$ cat config.mk
export PLATFORM = sky130hd
export DESIGN_NAME = ram_ptr_unit
export DESIGN_NICKNAME = d
export VERILOG_FILES = /design/src/rtl/ptr_pkg.sv /design/src/rtl/ptr_digit.sv /design/src/rtl/ptr_bank.sv /design/src/rtl/ptr_ldi_run.sv /design/src/rtl/ram_ptr_unit.sv
export SDC_FILE = /design/constraint.sdc
export NUM_CORES = 1
export LEC_CHECK = 0
export CORE_UTILIZATION = 48
export CTS_CLUSTER_DIAMETER = 120
export DETAILED_ROUTE_END_ITERATION = 7
export GPL_TIMING_DRIVEN = 0
export PLACE_DENSITY_LB_ADDON = 0.08
export SLEW_MARGIN = 20
export SYNTH_ARGS = -nofsm -noshare
export SYNTH_HDL_FRONTEND = slang
export SYNTH_HIERARCHICAL = 1
export SYNTH_SLANG_ARGS = --single-unit
$ cat constraint.sdc
create_clock -name clk -period 1.3 [get_ports clk]
set_input_delay 0.26 -clock clk [delete_from_list [all_inputs] [get_ports clk]]
set_output_delay 0.26 -clock clk [all_outputs]
set_load 0.005 [all_outputs]
$ cat src/rtl/ptr_pkg.sv
package ptr_pkg;
  typedef enum logic [3:0] {
    OP_NOP      = 4'd0,
    OP_INC_XR   = 4'd1,
    OP_DEC_XR   = 4'd2,
    OP_XR       = 4'd3,
    OP_STEP_UP  = 4'd4,
    OP_LDI_S    = 4'd5,
    OP_LDI_L    = 4'd6,
    OP_A2D      = 4'd7,
    OP_D2A      = 4'd8,
    OP_SWAP_A_R = 4'd9
  } ptr_op_e;

  function automatic logic is_ldi(ptr_op_e o);
    return (o == OP_LDI_S) || (o == OP_LDI_L);
  endfunction
endpackage

$ cat src/rtl/ptr_digit.sv
module ptr_digit
  import ptr_pkg::*;
#(
  parameter int BD_W = 4
) (
  input  ptr_op_e          op,
  input  logic             hold,
  input  logic [BD_W-1:0]  ld_val,
  input  logic [BD_W-1:0]  acc,
  input  logic [BD_W-1:0]  cur,
  output logic [BD_W-1:0]  nxt,
  output logic             wrap
);
  localparam logic [BD_W-1:0] TOP_V = '1;
  localparam logic [BD_W-1:0] ONE_V = BD_W'(1);

  always_comb begin
    nxt  = cur;
    wrap = 1'b0;
    if (!hold) begin
      unique case (op)
        OP_INC_XR: begin
          nxt  = cur + ONE_V;
          wrap = (cur == TOP_V);
        end
        OP_DEC_XR: begin
          nxt  = cur - ONE_V;
          wrap = (cur == '0);
        end
        OP_STEP_UP: nxt = cur + ONE_V;
        OP_LDI_S:   nxt = ld_val + ONE_V;
        OP_LDI_L:   nxt = ld_val;
        OP_A2D:     nxt = acc;
        default:    nxt = cur;
      endcase
    end
  end
endmodule

$ cat src/rtl/ptr_bank.sv
module ptr_bank
  import ptr_pkg::*;
#(
  parameter int BR_W  = 3,
  parameter int R_W   = 2,
  parameter int ACC_W = 4
) (
  input  ptr_op_e          op,
  input  logic             hold,
  input  logic [R_W-1:0]   r,
  input  logic [ACC_W-1:0] acc,
  input  logic [BR_W-1:0]  cur,
  output logic [BR_W-1:0]  nxt
);
  logic [BR_W-1:0] r_ext;
  logic [BR_W-1:0] acc_lo;

  generate
    if (R_W >= BR_W) begin : g_r_trunc
      assign r_ext = r[BR_W-1:0];
    end else begin : g_r_zext
      assign r_ext = {{(BR_W-R_W){1'b0}}, r};
    end
    if (ACC_W >= BR_W) begin : g_a_trunc
      assign acc_lo = acc[BR_W-1:0];
    end else begin : g_a_zext
      assign acc_lo = {{(BR_W-ACC_W){1'b0}}, acc};
    end
  endgenerate

  always_comb begin
    nxt = cur;
    if (!hold) begin
      unique case (op)
        OP_INC_XR, OP_DEC_XR, OP_XR: nxt = cur ^ r_ext;
        OP_LDI_S, OP_LDI_L:          nxt = r_ext;
        OP_SWAP_A_R:                 nxt = acc_lo;
        default:                     nxt = cur;
      endcase
    end
  end
endmodule

$ cat src/rtl/ptr_ldi_run.sv
module ptr_ldi_run
  import ptr_pkg::*;
(
  input  ptr_op_e op,
  input  logic    step,
  input  logic    run_q,
  output logic    run_d,
  output logic    suppress
);
  logic ldi;

  always_comb begin
    ldi      = is_ldi(op);
    suppress = run_q & ldi;
    run_d    = step ? ldi : run_q;
  end
endmodule

$ cat src/rtl/ram_ptr_unit.sv
module ram_ptr_unit
  import ptr_pkg::*;
#(
  parameter int BR_W  = 3,
  parameter int BD_W  = 4,
  parameter int R_W   = 2,
  parameter int ACC_W = 4,
  localparam int PTR_W = BR_W + BD_W
) (
  input  logic             clk,
  input  logic             rst_n,
  input  logic             step,
  input  logic [3:0]       op,
  input  logic [R_W-1:0]   r_sel,
  input  logic [BD_W-1:0]  d_val,
  input  logic [ACC_W-1:0] acc_in,
  output logic [PTR_W-1:0] ptr,
  output logic [BD_W-1:0]  dig_out,
  output logic             skip,
  output logic             acc_we,
  output logic [ACC_W-1:0] acc_wdata
);
  logic [1:0]      rst_sync;
  logic            rst_q_n;
  ptr_op_e         op_e;
  logic [BD_W-1:0] bd_q, bd_d, acc_dig;
  logic [BR_W-1:0] br_q, br_d;
  logic            skip_q, skip_d, run_q, run_d;
  logic            hold, wrap;

  always_ff @(posedge clk or negedge rst_n) begin
    if (!rst_n) rst_sync <= 2'b00;
    else        rst_sync <= {rst_sync[0], 1'b1};
  end
  assign rst_q_n = rst_sync[1];

  assign op_e = ptr_op_e'(op);

  generate
    if (ACC_W >= BD_W) begin : g_acc_wide
      assign acc_dig = acc_in[BD_W-1:0];
    end else begin : g_acc_narrow
      assign acc_dig = {{(BD_W-ACC_W){1'b0}}, acc_in};
    end
  endgenerate

  ptr_ldi_run u_run (
    .op(op_e), .step(step), .run_q(run_q), .run_d(run_d), .suppress(hold)
  );

  ptr_digit #(.BD_W(BD_W)) u_dig (
    .op(op_e), .hold(hold), .ld_val(d_val), .acc(acc_dig),
    .cur(bd_q), .nxt(bd_d), .wrap(wrap)
  );

  ptr_bank #(.BR_W(BR_W), .R_W(R_W), .ACC_W(ACC_W)) u_bank (
    .op(op_e), .hold(hold), .r(r_sel), .acc(acc_in),
    .cur(br_q), .nxt(br_d)
  );

  assign skip_d = wrap;

  always_ff @(posedge clk or negedge rst_q_n) begin
    if (!rst_q_n) begin
      bd_q   <= '0;
      br_q   <= '0;
      skip_q <= 1'b0;
      run_q  <= 1'b0;
    end else if (step) begin
      bd_q   <= bd_d;
      br_q   <= br_d;
      skip_q <= skip_d;
      run_q  <= run_d;
    end
  end

  always_comb begin
    acc_we    = step && ((op_e == OP_D2A) || (op_e == OP_SWAP_A_R));
    acc_wdata = (op_e == OP_D2A) ? ACC_W'(bd_q) : ACC_W'(br_q);
  end

  assign ptr     = {br_q, bd_q};
  assign dig_out = bd_q;
  assign skip    = skip_q;
endmodule

==> impl_metrics.json, run 1 <==
{
  "yosysWarnings": 6,
  "numCtsBuffers": 3,
  "grt_max_degree": 19,
  "die_h_microns": 51.9,
  "die_w_microns": 51.9,
  "worst-ep-kind": "register input",
  "rows": 17,
  "ys_types": 49,
  "place.gp.congestion": 0.893,
  "clock_sinks": 11,
  "netlist_instances": 131,
  "cts_buffer_depth": 2,
  "hold_buffers": 0,
  "dpl.hpwl_microns": 2230,
  "start_util_pct": 52.4,
  "portBuffers": 33,
  "lastStage": "global routing",
  "cts-root-buf": "clkbuf_4",
  "seq_area_frac_synth_pct": 23.1,
  "synth_seq_cells": 11,
  "h-tree-depth": 1,
  "synth_edf_count": 0,
  "ys.flop_type": "dfrtp_1",
  "synth_area_per_cell_sq_um": 9.11,
  "status": "stopped before the end",
  "async_flop_share_pct": 100,
  "io_pins": 34,
  "syn-num-nets": 152,
  "error": "[ERROR DPL-0038] Utilization greater than 100%, impossible to legalize",
  "repair-timing-grt-worst-ep": "dig_out[2]$_DFFE_PN0P_/D",
  "mappedNetlistArea_sq_um": 1190
}
cell families after synthesis:
| group | after synthesis | share of synthesized area [%] |
|---|---|---|
| other | 1 | 0.314 |
| flip-flops | 11 | 23.1 |
| adder cells (fa/ha/maj) | 5 | 5.03 |
| AND/OR/NAND/NOR | 44 | 23.1 |
| AO/OA/AOI/OAI | 31 | 20.5 |
| multiplexers | 17 | 15.6 |
| buffers and inverters | 15 | 7.23 |
| XOR/XNOR | 7 | 5.14 |
metrics by stage:
step / setup TNS, ps / setup WS (ps) / area (sq um) / hold WS (ps) / instances
floorplan: -1950 / -534 / 1280 / -35.6 / 131
global placement: -17710 / -1660 / 1650 / 147 / 192
detailed placement: -18340 / -1700 / 1650 / 155 / 192
CTS: -5290 / -516 / 2140 / 149 / 235
synthesized netlist by cell type, types with 2 or more instances:
master / instances / share of area, %
o22ai_1: 3 / 1.6
inv_1: 6 / 1.9
a32o_1: 2 / 1.7
buf_2: 3 / 1.3
nor3_1: 5 / 2.1
nand4_1: 2 / 1.0
o21ai_0: 7 / 2.9
nand2_1: 7 / 2.2
or3_1: 2 / 1.0
buf_4: 5 / 3.1
mux2_2: 13 / 12
dfrtp_1: 11 / 23
ha_1: 4 / 4.2
nand3b_1: 3 / 1.9
and3_1: 2 / 1.0
nor2_1: 9 / 2.8
a22o_1: 2 / 1.5
a21oi_1: 3 / 1.3
and2_2: 2 / 1.3
nand2b_2: 2 / 1.5
mux2i_1: 4 / 3.4
xor2_1: 3 / 2.2
xnor2_1: 4 / 2.9
o21ai_1: 2 / 0.84
repair_timing:
item,CTS
setup buffers,39
endpoints found under the hold margin,0
pin swaps,26
endpoints found under the setup margin,26
resized for setup,122
==> run 2: changes to the inputs <==
- CORE_AREA: unset -> 2 2 63 65
- CORE_UTILIZATION: 48 -> unset
- CTS_CLUSTER_DIAMETER: 120 -> unset
- DIE_AREA: unset -> 0 0 65 67
- PLACE_DENSITY_LB_ADDON: 0.08 -> 0.15
==> run 2 against run 1 <==
Compared with the run above: the flow now finishes, with violations (negative setup slack); area after synthesis is the same; synthesized cell count is the same.
==> impl_metrics.json, run 2 <==
{
  "h-tree-depth": 1,
  "core_sq_um": 3610,
  "cts_buffer_depth": 2,
  "crit_type": "in -> reg",
  "nets": 234,
  "seq_area_frac_synth_pct": 23.1,
  "wl_per_cell_microns": 15.8,
  "cp_max_fo": 4,
  "grt_max_degree": 19,
  "drive_above_1_share_pct": 58.5,
  "hold_path_class": "reg -> async",
  "viasPerCell": 5.28,
  "rr_worst_depth": 8,
  "final_cell_mix": "buf_6 (29), buf_4 (28), mux2_4 (11), clkdlybuf4s50_1 (9), buf_12 (8)",
  "rsz0062_at_grt": "true",
  "ir_drop_v": 0.000704,
  "dpl.hpwl_microns": 2410,
  "synth_area_leaders": "dfrtp_1 (23%), mux2_2 (12%), ha_1 (4.2%)",
  "die_w_microns": 65,
  "cp.arrival_ps": 1900,
  "hold_viol_final": 0,
  "synth_area_per_cell_sq_um": 9.11,
  "drc_errors": 0,
  "diodes": 0,
  "cts-root-buf": "clkbuf_8",
  "area_delta_synth_final_pct": 95.0,
  "rows": 22,
  "violations": "negative setup slack",
  "finalSetupTns_ps": -4280,
  "netlist_instances": 131,
  "crit_path_end": "dig_out[2]$_DFFE_PN0P_",
  "layout_commonest_cell": "buf_6",
  "yosys.area.top_type": "dfrtp_1",
  "ys_types": 49,
  "setup_violations": 16,
  "mappedNetlistArea_sq_um": 1190,
  "start_kind": "input pin",
  "power_density_nw_per_um2": 937,
  "die_area_sq_um": 4360,
  "vias": 1372,
  "synth_seq_cells": 11,
  "r2r_start": "dig_out[0]$_DFFE_PN0P_",
  "cp-end-kind": "register",
  "layout_setup_ws_ps": -484,
  "cts_tree": "built",
  "fin_skew_ps": 3.93,
  "ant_nets": 0,
  "grt_usage_pct": 18.8,
  "firstDrtPassIters": 4,
  "grt-ovfl-total": 0,
  "start_util_pct": 33.1,
  "synth.most_common_cell": "mux2_2",
  "async_flop_share_pct": 100,
  "ys.flop_type": "dfrtp_1",
  "antenna_found_initial": 0,
  "numCtsBuffers": 3,
  "period_share_pct": 137,
  "placedCellCount": 212,
  "synth_commonest_cells": "mux2_2 (13), dfrtp_1 (11), nor2_1 (9), nand2_1 (7), o21ai_0 (7)",
  "crit_required_ps": 1420,
  "syn-num-nets": 152,
  "clk_pin_slew_ps": 50,
  "fmax_mhz": 561,
  "synth_top_area_share_pct": 23.1,
  "period_minus_slack_ps": 1780,
  "io_pins": 34,
  "cap_violations": 0,
  "synth_edf_count": 0,
  "die_h_microns": 67,
  "stdcell_count": 260,
  "clock_sinks": 11,
  "portBuffers": 33,
  "largest_register_ffs": 4,
  "yosysWarnings": 6,
  "drt_wl_total_microns": 4100,
  "clock_latency_ps": 240,
  "report.final.slew_viol_count": 0,
  "drt_iter0_markers": 70,
  "status": "finished with violations",
  "place.gp.congestion": 0.807,
  "grt_pass1_wl_microns": 6280,
  "r2r_end": "dig_out[2]$_DFFE_PN0P_",
  "rrSetupSlack_ps": -470,
  "grt_pass1_vias": 1286,
  "fillers": 301,
  "leakage_uw": 0.00108,
  "cp-startpoint": "op[2]"
}
run 2: cell counts after synthesis:
No cell type changed its count.
run 2: worst min-delay path by stage:
stage / endpoint / slack, ps / cells past startpoint / startpoint
2_1_floorplan: rst_sync[0]$_DFF_PN0_ / -40 / 0 / rst_n
3_3_place_gp: skip$_DFFE_PN0P_ / 150 / 0 / rst_sync[1]$_DFF_PN0_
3_5_place_dp: br_q[0]$_DFFE_PN0P_ / 160 / 0 / rst_sync[1]$_DFF_PN0_
4_1_cts: skip$_DFFE_PN0P_ / 160 / 0 / rst_sync[1]$_DFF_PN0_
5_1_grt: rst_sync[0]$_DFF_PN0_ / 180 / 1 / rst_n
6_report: skip$_DFFE_PN0P_ / 140 / 0 / rst_sync[1]$_DFF_PN0_
run 2: critical path: stages:
cell and delay, ps:
buf_12 90, buf_12 100, nand2_8 50, nor3_4 200, nand2_1 70, o21ai_1 90, ha_2 230, xnor2_2 120
o22ai_1 120, a221oi_2 220, o21ai_1 80, mux2_4 260
run 2: per-layer routing:
metal / vias to the layer above / global-route usage (%) / routed length [microns]
met2: 47 / 34.8 / 2210
met4: 0 / 1.60 / 0
met5: - / 0 / 0
li1: 650 / - / -
met1: 675 / 23.3 / 1670
met3: 0 / 3.72 / 219
run 2: cell families after synthesis:
| group | after synthesis | synth area share [%] |
|---|---|---|
| xor+xnor | 7 | 5.14 |
| buf+inv | 15 | 7.23 |
| mux | 17 | 15.6 |
| simple gates | 44 | 23.1 |
| flops | 11 | 23.1 |
| compound gates | 31 | 20.5 |
| fa+ha+maj | 5 | 5.03 |
| other cells | 1 | 0.314 |
run 2: area by class of cell:
type	count	area, sq um	share of cell area (%)
Tap cell	48	60.1	2.58
Multi-Input combinational cell	105	1020	43.7
Inverter	6	22.5	0.968
Timing Repair Buffer	77	783	33.7
Clock buffer	4	45.0	1.94
Buffer	9	119	5.11
Sequential cell	11	282	12.1
run 2: timing repair:
action | CTS | global route
pin swaps | 22 | 21
endpoints found under the setup margin | 26 | 22
hold buffers | 0 | 0
gates cloned | 1 | 0
gates resized for setup | 108 | 44
setup buffers | 30 | 16
run 2: metrics by stage:
stage | hold slack, ps | cell area [sq um] | utilization (%) | power (uW) | setup slack [ps]
floorplan | -35.6 | 1280 | - | 923 | -534
global placement | 149 | 1670 | 46.3 | 1300 | -1700
detailed placement | 158 | 1670 | 46.3 | 1320 | -1760
CTS | 161 | 2110 | 58.4 | 1970 | -608
global route | 177 | 2330 | 64.5 | 2310 | -545
finish | 140 | 2330 | 64.5 | 2180 | -484
run 2: power by group:
group	total [uW]	internal, uW	leakage [uW]	switching (uW)
Clock	338	215	0.0000228	123
Combinational	1350	852	0.000920	493
Sequential	497	407	0.000136	90.1
Total	2180	1470	0.00108	706
No activity file was read; power rests on OpenSTA's default activity.
